[src/rtl/mbus_pkg.sv]
package mbus_pkg;

  typedef enum logic [2:0] {
    PH_IDLE = 3'd0,
    PH_T0   = 3'd1,
    PH_T1   = 3'd2,
    PH_T2   = 3'd3,
    PH_T3   = 3'd4
  } phase_e;

  typedef struct packed {
    logic bs_n;
    logic rd_n;
    logic wr_n;
    logic drive;
    logic done;
  } pins_t;

  // The last T2 period may end once the programmed waits are used up
  // and a low acknowledge has been seen in this access.
  function automatic logic t2_may_end(input int unsigned waits_done,
                                      input int unsigned waits_prog,
                                      input logic        ack_held);
    return ack_held && (waits_done >= waits_prog);
  endfunction

  // Phases in which acknowledge samples are collected.
  function automatic logic ack_window(input phase_e ph);
    return (ph == PH_T0) || (ph == PH_T1) || (ph == PH_T2);
  endfunction

  // Pin levels for a phase and direction (before output enables).
  function automatic pins_t phase_pins(input phase_e ph, input logic is_wr);
    pins_t p;
    p = '{bs_n: 1'b1, rd_n: 1'b1, wr_n: 1'b1, drive: 1'b0, done: 1'b0};
    case (ph)
      PH_T0: p.bs_n = 1'b0;
      PH_T1: begin
        p.bs_n = 1'b0;
        p.rd_n = is_wr;
        p.wr_n = ~is_wr;
      end
      PH_T2: begin
        p.rd_n  = is_wr;
        p.wr_n  = ~is_wr;
        p.drive = is_wr;
      end
      PH_T3: begin
        p.drive = is_wr;
        p.done  = 1'b1;
      end
      default: ;
    endcase
    return p;
  endfunction

endpackage

[src/rtl/mbus_phase_fsm.sv]
module mbus_phase_fsm
  import mbus_pkg::*;
#(
  parameter int WW = 4
) (
  input  logic          clk,
  input  logic          rst_n,
  input  logic          start_ok,
  input  logic          ack_held,
  input  logic [WW-1:0] wprog_snap,
  output phase_e        phase,
  output logic          ev_start,
  output logic          ev_t2_exit,
  output logic [WW-1:0] wcnt
);
  localparam logic [WW-1:0] WMAX = {WW{1'b1}};

  phase_e phase_nx;

  assign ev_start   = (phase == PH_IDLE) && start_ok;
  assign ev_t2_exit = (phase == PH_T2) &&
                      t2_may_end(32'(wcnt), 32'(wprog_snap), ack_held);

  always_comb begin
    phase_nx = phase;
    unique case (phase)
      PH_IDLE: if (start_ok) phase_nx = PH_T0;
      PH_T0:   phase_nx = PH_T1;
      PH_T1:   phase_nx = PH_T2;
      PH_T2:   if (ev_t2_exit) phase_nx = PH_T3;
      PH_T3:   phase_nx = PH_IDLE;
      default: phase_nx = PH_IDLE;
    endcase
  end

  always_ff @(posedge clk or negedge rst_n) begin
    if (!rst_n) phase <= PH_IDLE;
    else        phase <= phase_nx;
  end

  // Wait counter: counts completed T2 repeats, saturating.
  always_ff @(posedge clk or negedge rst_n) begin
    if (!rst_n) begin
      wcnt <= '0;
    end else if (ev_start) begin
      wcnt <= '0;
    end else if ((phase == PH_T2) && !ev_t2_exit && (wcnt != WMAX)) begin
      wcnt <= wcnt + WW'(1);
    end
  end
endmodule

[src/rtl/mbus_ack_track.sv]
module mbus_ack_track
  import mbus_pkg::*;
(
  input  logic   clk,
  input  logic   rst_n,
  input  phase_e phase,
  input  logic   ev_start,
  input  logic   ack_n,
  output logic   ack_held
);
  always_ff @(posedge clk or negedge rst_n) begin
    if (!rst_n) begin
      ack_held <= 1'b0;
    end else if (ev_start) begin
      ack_held <= ~ack_n;
    end else if (ack_window(phase)) begin
      ack_held <= ack_held | ~ack_n;
    end else begin
      ack_held <= 1'b0;
    end
  end
endmodule

[src/rtl/mbus_xfer_regs.sv]
module mbus_xfer_regs #(
  parameter int AW = 16,
  parameter int DW = 16,
  parameter int WW = 4
) (
  input  logic          clk,
  input  logic          rst_n,
  input  logic          ev_start,
  input  logic          ev_t2_exit,
  input  logic          in_wr,
  input  logic          in_space,
  input  logic [AW-1:0] in_addr,
  input  logic [DW-1:0] in_wdata,
  input  logic [WW-1:0] in_wprog,
  input  logic [DW-1:0] bus_rdata,
  output logic          is_wr,
  output logic          space_q,
  output logic [AW-1:0] addr_q,
  output logic [DW-1:0] wdata_q,
  output logic [WW-1:0] wprog_q,
  output logic [DW-1:0] rdata_q
);
  always_ff @(posedge clk or negedge rst_n) begin
    if (!rst_n) begin
      is_wr   <= 1'b0;
      space_q <= 1'b0;
      addr_q  <= '0;
      wdata_q <= '0;
      wprog_q <= '0;
    end else if (ev_start) begin
      is_wr   <= in_wr;
      space_q <= in_space;
      addr_q  <= in_addr;
      wdata_q <= in_wdata;
      wprog_q <= in_wprog;
    end
  end

  // Read data is latched on the edge that releases the read strobe.
  always_ff @(posedge clk or negedge rst_n) begin
    if (!rst_n)                    rdata_q <= '0;
    else if (ev_t2_exit && !is_wr) rdata_q <= bus_rdata;
  end
endmodule

[src/rtl/mbus_strobe_dec.sv]
module mbus_strobe_dec
  import mbus_pkg::*;
(
  input  phase_e phase,
  input  logic   is_wr,
  input  logic   pin_en,
  output logic   bs_n,
  output logic   rd_n,
  output logic   wr_n,
  output logic   drive,
  output logic   done
);
  pins_t pv;

  always_comb begin
    pv    = phase_pins(phase, is_wr);
    bs_n  = pv.bs_n;
    rd_n  = pv.rd_n;
    wr_n  = pv.wr_n;
    drive = pv.drive & pin_en;
    done  = pv.done;
  end
endmodule

[src/rtl/mbus_seq.sv]
module mbus_seq
  import mbus_pkg::*;
#(
  parameter int AW = 16,
  parameter int DW = 16,
  parameter int WW = 4
) (
  input  logic          clk,
  input  logic          rst_n,
  input  logic          bus_grant,
  input  logic          core_req,
  input  logic          core_wr,
  input  logic          core_space,
  input  logic [AW-1:0] core_addr,
  input  logic [DW-1:0] core_wdata,
  input  logic [WW-1:0] wait_prog,
  output logic [DW-1:0] core_rdata,
  output logic          core_done,
  output logic [AW-1:0] mem_addr,
  output logic          mem_space,
  output logic          mem_bs_n,
  output logic          mem_rd_n,
  output logic          mem_wr_n,
  output logic          ctl_oe,
  input  logic          mem_ack_n,
  input  logic [DW-1:0] dbus_in,
  output logic [DW-1:0] dbus_out,
  output logic          dbus_oe
);
  // Named internal events, visible to the bound checker.
  phase_e        phase;
  logic          ev_start;
  logic          ev_t2_exit;
  logic          ack_held;
  logic [WW-1:0] wcnt;
  logic [WW-1:0] wprog_snap;
  logic          is_wr;
  logic          start_ok;

  assign ctl_oe   = rst_n & bus_grant;
  assign start_ok = core_req & bus_grant;

  mbus_phase_fsm #(.WW(WW)) u_fsm (
    .clk        (clk),
    .rst_n      (rst_n),
    .start_ok   (start_ok),
    .ack_held   (ack_held),
    .wprog_snap (wprog_snap),
    .phase      (phase),
    .ev_start   (ev_start),
    .ev_t2_exit (ev_t2_exit),
    .wcnt       (wcnt)
  );

  mbus_ack_track u_ack (
    .clk      (clk),
    .rst_n    (rst_n),
    .phase    (phase),
    .ev_start (ev_start),
    .ack_n    (mem_ack_n),
    .ack_held (ack_held)
  );

  mbus_xfer_regs #(.AW(AW), .DW(DW), .WW(WW)) u_regs (
    .clk        (clk),
    .rst_n      (rst_n),
    .ev_start   (ev_start),
    .ev_t2_exit (ev_t2_exit),
    .in_wr      (core_wr),
    .in_space   (core_space),
    .in_addr    (core_addr),
    .in_wdata   (core_wdata),
    .in_wprog   (wait_prog),
    .bus_rdata  (dbus_in),
    .is_wr      (is_wr),
    .space_q    (mem_space),
    .addr_q     (mem_addr),
    .wdata_q    (dbus_out),
    .wprog_q    (wprog_snap),
    .rdata_q    (core_rdata)
  );

  mbus_strobe_dec u_dec (
    .phase  (phase),
    .is_wr  (is_wr),
    .pin_en (ctl_oe),
    .bs_n   (mem_bs_n),
    .rd_n   (mem_rd_n),
    .wr_n   (mem_wr_n),
    .drive  (dbus_oe),
    .done   (core_done)
  );
endmodule

[config.mk]
export PLATFORM = sky130hd
export DESIGN_NAME = mbus_seq
export DESIGN_NICKNAME = d
export VERILOG_FILES = /design/src/rtl/mbus_pkg.sv /design/src/rtl/mbus_phase_fsm.sv /design/src/rtl/mbus_ack_track.sv /design/src/rtl/mbus_xfer_regs.sv /design/src/rtl/mbus_strobe_dec.sv /design/src/rtl/mbus_seq.sv
export SDC_FILE = /design/constraint.sdc
export NUM_CORES = 1
export LEC_CHECK = 0
export BUFFER_PORTS_ARGS = -buffer_cell sky130_fd_sc_hd__clkbuf_2
export CORE_ASPECT_RATIO = 0.9
export CORE_UTILIZATION = 45
export DETAILED_ROUTE_END_ITERATION = 10
export HOLD_SLACK_MARGIN = 0.02
export MAX_ROUTING_LAYER = met4
export PLACE_DENSITY_LB_ADDON = 0.12
export REMOVE_ABC_BUFFERS = 1
export SETUP_SLACK_MARGIN = 0.5
export SYNTH_ARGS = -nofsm -noshare
export SYNTH_HDL_FRONTEND = slang
export SYNTH_SLANG_ARGS = --single-unit
[constraint.sdc]
create_clock -name clk -period 2.4 [get_ports clk]
set_clock_uncertainty 0.1 [all_clocks]
set_input_delay 0.36 -clock clk [delete_from_list [all_inputs] [get_ports clk]]
set_output_delay 0.36 -clock clk [all_outputs]
set_load 0.02 [all_outputs]
==> results by group, run 1 <==
Run status
  • Status: complete, no violations

Power and ir drop
  • Final total power: 5.17 mW
  • Peak supply drop: 0.766 mV
  • PwrDens: 1460 nW/um^2
  • Leakage Power: 2.01 nW

Clocking
  • CTS sink count: 62
  • CTS Buffer Depth: 2
  • CTS tree: yes
  • Worst skew pair latency: 0.33 ns
  • Root Buffer: clkbuf_8
  • Clk slew on worst S/H paths: 0.07 ns
  • Number of buffers created by CTS: 9
  • H-Tree Depth: 3

Global routing
  • GRT Max-Usage Layer: met2
  • Vias in the first global route: 1952
  • Met3 usage: 5.82%
  • GRT Total Usage: 19.7%
  • Met2 GRT Util: 30.6%
  • GRT overflow: 0
  • Largest net degree at the start of global routing: 63
  • M1 GR Usage: 23.2%
  • Initial antenna violation count: 0
  • First-pass GRT wire length: 8670 um

Placement
  • DP HPWL: 3840 um
  • Setup WS pre-CTS: 0.389 ns
  • Final Wtd Congestion: 0.764
  • Number of placed cells counting well taps: 432
  • PortBufs: 113

Timing
  • Final setup margin: 0.549 ns
  • Hold Vio Cnt, Final: 0
  • Period minus WS final: 1.85 ns
  • Worst slew margin: 48.6%
  • Pins Over Slew Limit: 0
  • Max frequency: 540 MHz
  • Slew at the pin with the worst max-slew slack: 0.771 ns
  • Fin Hold WS: 0.102 ns
  • Setup violators final: 0
  • RSZ-0062 raised after global routing: yes
  • Tcrit/Tclk final: 77.1%

Synth
  • Yosys top cell area share: 58.7%
  • EDFF count, synth: 0
  • Yosys cell types: 33
  • Most frequent cells after synthesis: 116 x nand2_1, 62 x dfrtp_1, 10 x mux2_4
  • Mapped cell area: 2640 sq um
  • Synth area leader: dfrtp_1
  • Post-synth ARST share: 100%
  • Most common cell in the netlist: nand2_1
  • Mean post-synth cell area: 10.3 sq um
  • Top post-synthesis cells by area: dfrtp_1 59%, nand2_1 16%, mux2_4 5.7%
  • Yosys warns: 0
  • Sequential cell area fraction in the yosys report: 58.7%
  • Post-Syn Instances: 257
  • Post-synthesis register bit count: 62
  • Top_reg_cell synth: dfrtp_1

Detailed routing
  • Drt first-iter violations: 85
  • Drt wl/cell: 12.7 um
  • DRT antenna net count: 0
  • DR vias/cell: 4.69
  • Vias: 2133
  • Remaining DRCs: 0
  • Final wirelength: 5770 um
  • DRT Pass-1 Iters: 4

Cells and area
  • # diodes: 0
  • Non-Filler Instances: 455
  • Fillcell total: 494
  • Area growth syn-to-layout: 34.5%
  • Final net count: 444
  • Finished Core Util: 62.8%
  • Share of cells above drive strength 1: 44.2%

Hold path
  • Hold Crit Class: input port to async pin

Setup path
  • CP required: 2.51 ns
  • Critical path arrival: 1.96 ns
  • FF-to-FF path depth: 5
  • Crit end category: flop
  • Crit path max fanout: 8
  • Setup CP Type: flop to flop
  • Startpoint Class: flop
  • Crit Reg-Reg Startpoint: u_fsm.wcnt[3]$_DFFE_PN0P_
  • R2r endpoint: u_regs.rdata_q[14]$_DFFE_PN0P_
  • Flop2flop setup slack: 0.55 ns
  • CP Launch Point: u_fsm.wcnt[3]$_DFFE_PN0P_

Floorplanning
  • Row Count: 26
  • Core area: 5660 sq um
  • Die area: 6190 sq um
  • Die Ht: 74.7 um
  • Starting Density: 46.7%
  • Die X: 82.8 um
  • Ports: 114

Flow run
  • Max-Cap Viols: 0
-- power by group --
| group | switching (mW) | total [mW] | internal [mW] | leakage [nW] |
|---|---|---|---|---|
| clock network | 0.405 | 0.877 | 0.471 | 0.0948 |
| logic | 1.40 | 2.40 | 1.00 | 1.16 |
| registers | 0.335 | 1.89 | 1.56 | 0.754 |
-- what timing repair did --
item                                    CTS  global route
pin swaps                                 3             7
buffers inserted                          2             4
cloned                                    1             0
hold buffers                              0             0
endpoints found under the setup margin   22            21
resized for setup                         6             8
-- metrics by stage --
step	area, sq um	setup TNS, ns
detailed placement	3270	0
floorplan	2570	-10.12
global route	3560	0
finish	3560	0
CTS	3500	0
global placement	3270	0
-- registers in the layout, indices dropped and copies added (netlist names) --
| name | count |
|---|---|
| u_regs.addr_q | 16 |
| u_regs.rdata_q | 16 |
| u_regs.wdata_q | 16 |
| u_fsm.wcnt | 4 |
| u_regs.wprog_q | 4 |
| u_fsm.phase | 3 |
| u_ack.ack_held | 1 |
| u_regs.is_wr | 1 |
| u_regs.space_q | 1 |
-- worst max-delay path, cell delays in order (launching register included) --
cell      delay (ns)
dfrtp_1         0.41
ha_1            0.30
o211ai_1        0.12
o21ai_4         0.30
nand2_4         0.18
mux2_4          0.32
-- metal layers --
metal / share of wire, % / routed length (um)
met1: 45 / 2620
met2: 45 / 2580
met3: 8.3 / 481
met4: 1.5 / 85
met5: 0 / 0
-- worst max path at each step --
stage / endpoint / slack [ns] / depth (start not counted)
finish: u_regs.rdata_q[14]$_DFFE_PN0P_ / 0.55 / 5
global route: u_regs.rdata_q[5]$_DFFE_PN0P_ / 0.48 / 5
CTS: u_regs.rdata_q[6]$_DFFE_PN0P_ / 0.51 / 5
detailed placement: u_regs.rdata_q[3]$_DFFE_PN0P_ / 0.39 / 6
global placement: u_regs.rdata_q[4]$_DFFE_PN0P_ / 0.46 / 6
floorplan: u_regs.wprog_q[1]$_DFFE_PN0P_ / -0.34 / 2
-- cell usage in the layout, fill, tap and decap left out, drive strengths merged, types with 2 or more instances in the layout --
master	n
inv	8
a21o	3
mux2	16
clkinvlp	2
clkbuf	122
nor2	4
and2	2
o21ai	5
clkinv	4
dfrtp	62
ha	5
nand3b	2
nand2	118
mux2i	3
buf	10
a211oi	2
a21oi	4
-- final cells by class --
type                       count  area (sq um)  area share (%)
sequential                    62          1560            43.7
multi-input combinational    176          1060            29.7
timing repair buffer         123           638            17.9
clock buffer                   9           124            3.48
tap                           70          87.6            2.46
clock inverter                 7          65.1            1.83
inverter                       8          30.0           0.844
-- cells by family (layout without fill, tap and decap cells) --
family                     Yosys count  count (layout)  share of synthesized area (%)
muxes                               19              19                           9.37
adders and majority gates            5               5                           2.37
DFF                                 62              62                           58.7
and+or+nand+nor                    132             133                           20.9
AOI/OAI and AO/OA                   17              17                           4.21
xor gates and xnor gates             2               2                          0.663
buffers and inverters               20             147                           3.79
(Power assumes the default switching activity.)
==> run 2, diff against run 1 <==
CORE_UTILIZATION = 43   (was 45)
clock period = 1.55 ns   (was 2.4 ns; I/O delays follow)
==> run 2 against run 1 <==
Effect of this change: the flow now stops in global routing (5_1_grt); synthesized cell count did not move; synthesized area did not move.
==> results by group, run 2 <==
Synth
  • Post-synthesis register bit count: 62
  • Post-synth ARST share: 100%
  • Post-Syn Instances: 257
  • Yosys top cell area share: 58.7%
  • Synth area leader: dfrtp_1
  • Mapped cell area: 2640 sq um
  • EDFF count, synth: 0
  • Most frequent cells after synthesis: 116 x nand2_1, 62 x dfrtp_1, 10 x mux2_4
  • Top_reg_cell synth: dfrtp_1
  • Yosys cell types: 33
  • Most common cell in the netlist: nand2_1
  • Mean post-synth cell area: 10.3 sq um
  • Sequential cell area fraction in the yosys report: 58.7%
  • Top post-synthesis cells by area: dfrtp_1 59%, nand2_1 16%, mux2_4 5.7%
  • Yosys warns: 0

Clocking
  • Root Buffer: clkbuf_8
  • H-Tree Depth: 3
  • Number of buffers created by CTS: 9
  • CTS Buffer Depth: 2
  • CTS sink count: 62

Run status
  • Status: did not finish
  • Halt Stage: global routing (5_1_grt)
  • Stop err: [ERROR DPL-0038] Utilization greater than 100%, impossible to legalize

Floorplanning
  • Die Ht: 76.4 um
  • Die X: 84.7 um
  • Row Count: 26
  • Starting Density: 45.7%
  • Ports: 114

Global routing
  • Largest net degree at the start of global routing: 63

Placement
  • DP HPWL: 4080 um
  • Final Wtd Congestion: 0.788
  • Setup WS pre-CTS: -0.338 ns
  • PortBufs: 113

Timing
  • Worst endpoint after global-route timing repair: u_regs.rdata_q[14]$_DFFE_PN0P_/D
  • Worst endpoint type: register data pin
-- run 2: cells by family after synthesis --
family	share of synthesized area (%)
AND/OR/NAND/NOR	20.9
flip-flops	58.7
buffers and inverters	3.79
multiplexers	9.37
AO/OA/AOI/OAI	4.21
adder cells (fa/ha/maj)	2.37
XOR/XNOR	0.663
-- run 2: repair_timing --
action                     4_1_cts
resized for setup              136
setup buffers                   32
pin swaps                        6
hold buffers                    53
setup endpoints to repair      116
hold endpoints to repair        86
gates cloned                     2
-- run 2: stage by stage --
step | instance area, sq um | utilization (%) | instances
2_1_floorplan | 2570 | - | 245
4_1_cts | 5030 | 86.9 | 552
3_3_place_gp | 3440 | 59.5 | 449
3_5_place_dp | 3440 | 59.5 | 449
==> run 3, diff against run 2 <==
CORE_ASPECT_RATIO = unset   (was 0.9)
CORE_UTILIZATION = 30   (was 43)
HOLD_SLACK_MARGIN = unset   (was 0.02)
MAX_ROUTING_LAYER = unset   (was met4)
PLACE_DENSITY_LB_ADDON = 0.15   (was 0.12)
SETUP_SLACK_MARGIN = unset   (was 0.5)
clock period = 2 ns   (was 1.55 ns; I/O delays follow)
==> run 3 against run 2 <==
Effect of this change: the flow now finishes without violations.
==> results by group, run 3 (synthesized netlist as in run 1, its figures left out) <==
Run status
  • Status: complete, no violations

Setup path
  • CP required: 2.12 ns
  • CP cell instances: inv_1 > ha_1 > nor3b_1 > o21ai_2 > nand2_4 > mux2_2
  • Crit path max fanout: 16
  • Critical path buffers and inverters: 1
  • Setup CP Type: flop to flop
  • Slowest-stage cell, CP: mux2_2
  • Crit end category: flop
  • Top delay family on crit path: simple AND/OR/NAND/NOR gates
  • Max incr delay on CP: 0.37 ns
  • Startpoint Class: flop
  • Critical path arrival: 2.01 ns

Clocking
  • CTS Buffer Depth: 2
  • CTS sink count: 62
  • Clk slew on worst S/H paths: 0.07 ns
  • Worst skew pair latency: 0.33 ns
  • H-Tree Depth: 3
  • Cts hold-fix bufs: 0
  • Number of buffers created by CTS: 9
  • CTS tree: yes
  • Root Buffer: clkbuf_8

Timing
  • Tcrit/Tclk final: 94.5%
  • Setup violators final: 0
  • Slew at the pin with the worst max-slew slack: 0.784 ns
  • Pins Over Slew Limit: 0
  • Worst slew margin: 47.7%
  • Period minus WS final: 1.89 ns
  • Max frequency: 529 MHz
  • Hold Vio Cnt, Final: 0
  • Final setup margin: 0.110 ns

Detailed routing
  • Final wirelength: 5990 um
  • DRT antenna net count: 0
  • DR vias/cell: 4.36
  • Drt wl/cell: 12.3 um
  • DRT Pass-1 Iters: 6
  • Vias: 2123
  • Drt first-iter violations: 101
  • Remaining DRCs: 0

Cells and area
  • # diodes: 0
  • Area of the multi-input gates: 1000 sq um
  • Commonest non-fill, non-tap cell in the layout: nand2_1
  • Top flop regs: u_regs.addr_q (16), u_regs.rdata_q (16), u_regs.wdata_q (16)
  • Finished Core Util: 42.4%
  • Area growth syn-to-layout: 34.4%
  • Fillcell total: 859
  • Most frequent cells in the layout: 116 x nand2_1, 112 x clkbuf_2, 61 x dfrtp_1
  • Share of cells above drive strength 1: 41.6%
  • Register Area: 1550 sq um
  • Final net count: 441
  • Non-Filler Instances: 487

Placement
  • Setup WS pre-CTS: 0.104 ns
  • DP HPWL: 4010 um
  • Final Wtd Congestion: 0.726
  • Number of placed cells counting well taps: 470
  • PortBufs: 113

Global routing
  • First-pass GRT wire length: 9520 um
  • GRT overflow: 0
  • Initial antenna violation count: 0
  • GRT Total Usage: 13.8%
  • Vias in the first global route: 2030
  • Largest net degree at the start of global routing: 63

Power and ir drop
  • Peak supply drop: 0.588 mV
  • PwrDens: 1720 nW/um^2
  • Final total power: 6.12 mW
  • Leakage Power: 1.99 nW

Floorplanning
  • Die Ht: 95.9 um
  • Core area: 8380 sq um
  • Starting Density: 31.5%
  • Ports: 114
  • Die X: 95.9 um
  • Die area: 9190 sq um
  • Row Count: 33

Hold path
  • Hold Crit Class: input port to async pin

Flow run
  • Max-Cap Viols: 0
==> run 3: final cells by class <==
cell class / instances / share of cell area (%)
clock buffer: 12 / 4.37
clock inverter: 4 / 1.27
inverter: 8 / 0.845
multi-input combinational: 175 / 28.2
sequential: 62 / 43.7
tap: 105 / 3.70
timing repair buffer: 121 / 18.0
==> run 3: power by group <==
part           internal (mW)  switching [mW]  total, mW  leakage, nW
registers               1.86           0.369       2.23        0.756
clock network          0.638           0.470       1.11        0.106
logic                   1.15            1.63       2.78         1.13
==> run 3: worst paths after layout <==
path	startpoint	endpoint	slack [ns]	cells past startpoint
hold / removal	rst_n	u_regs.rdata_q[7]$_DFFE_PN0P_	0.04	2
hold reg to reg	u_regs.wdata_q[8]$_DFFE_PN0P_	u_regs.wdata_q[8]$_DFFE_PN0P_	0.37	2
min in group clk	core_wdata[3]	u_regs.wdata_q[3]$_DFFE_PN0P_	0.05	3
setup reg to reg	u_fsm.wcnt[0]$_DFFE_PN0P_	u_regs.rdata_q[5]$_DFFE_PN0P_	0.11	6
setup / recovery	u_fsm.wcnt[0]$_DFFE_PN0P_	u_regs.rdata_q[5]$_DFFE_PN0P_	0.11	6
max in group asynchronous	rst_n	u_fsm.phase[0]$_DFFE_PN0P_	1.22	2
==> run 3: metrics by stage <==
step	TNS, ns	hold WS (ns)	area (sq um)
global route	-0.00360	0.0273	3550
finish	0	0.0404	3550
detailed placement	0	0.362	3340
floorplan	-26.12	-0.0956	2570
global placement	0	0.357	3340
CTS	0	0.0344	3540
==> run 3: metal layers <==
layer	track usage, %	vias to the layer above	share of wire [%]
met1	17.4	971	47
met4	3.73	0	0.62
met3	7.42	4	10
li1	-	1056	-
met5	0	-	0
met2	20.5	92	42
==> run 3: timing repair <==
action | CTS | global route
buffers inserted | 0 | 1
resized for setup | 0 | 2
setup endpoints to repair | 0 | 1
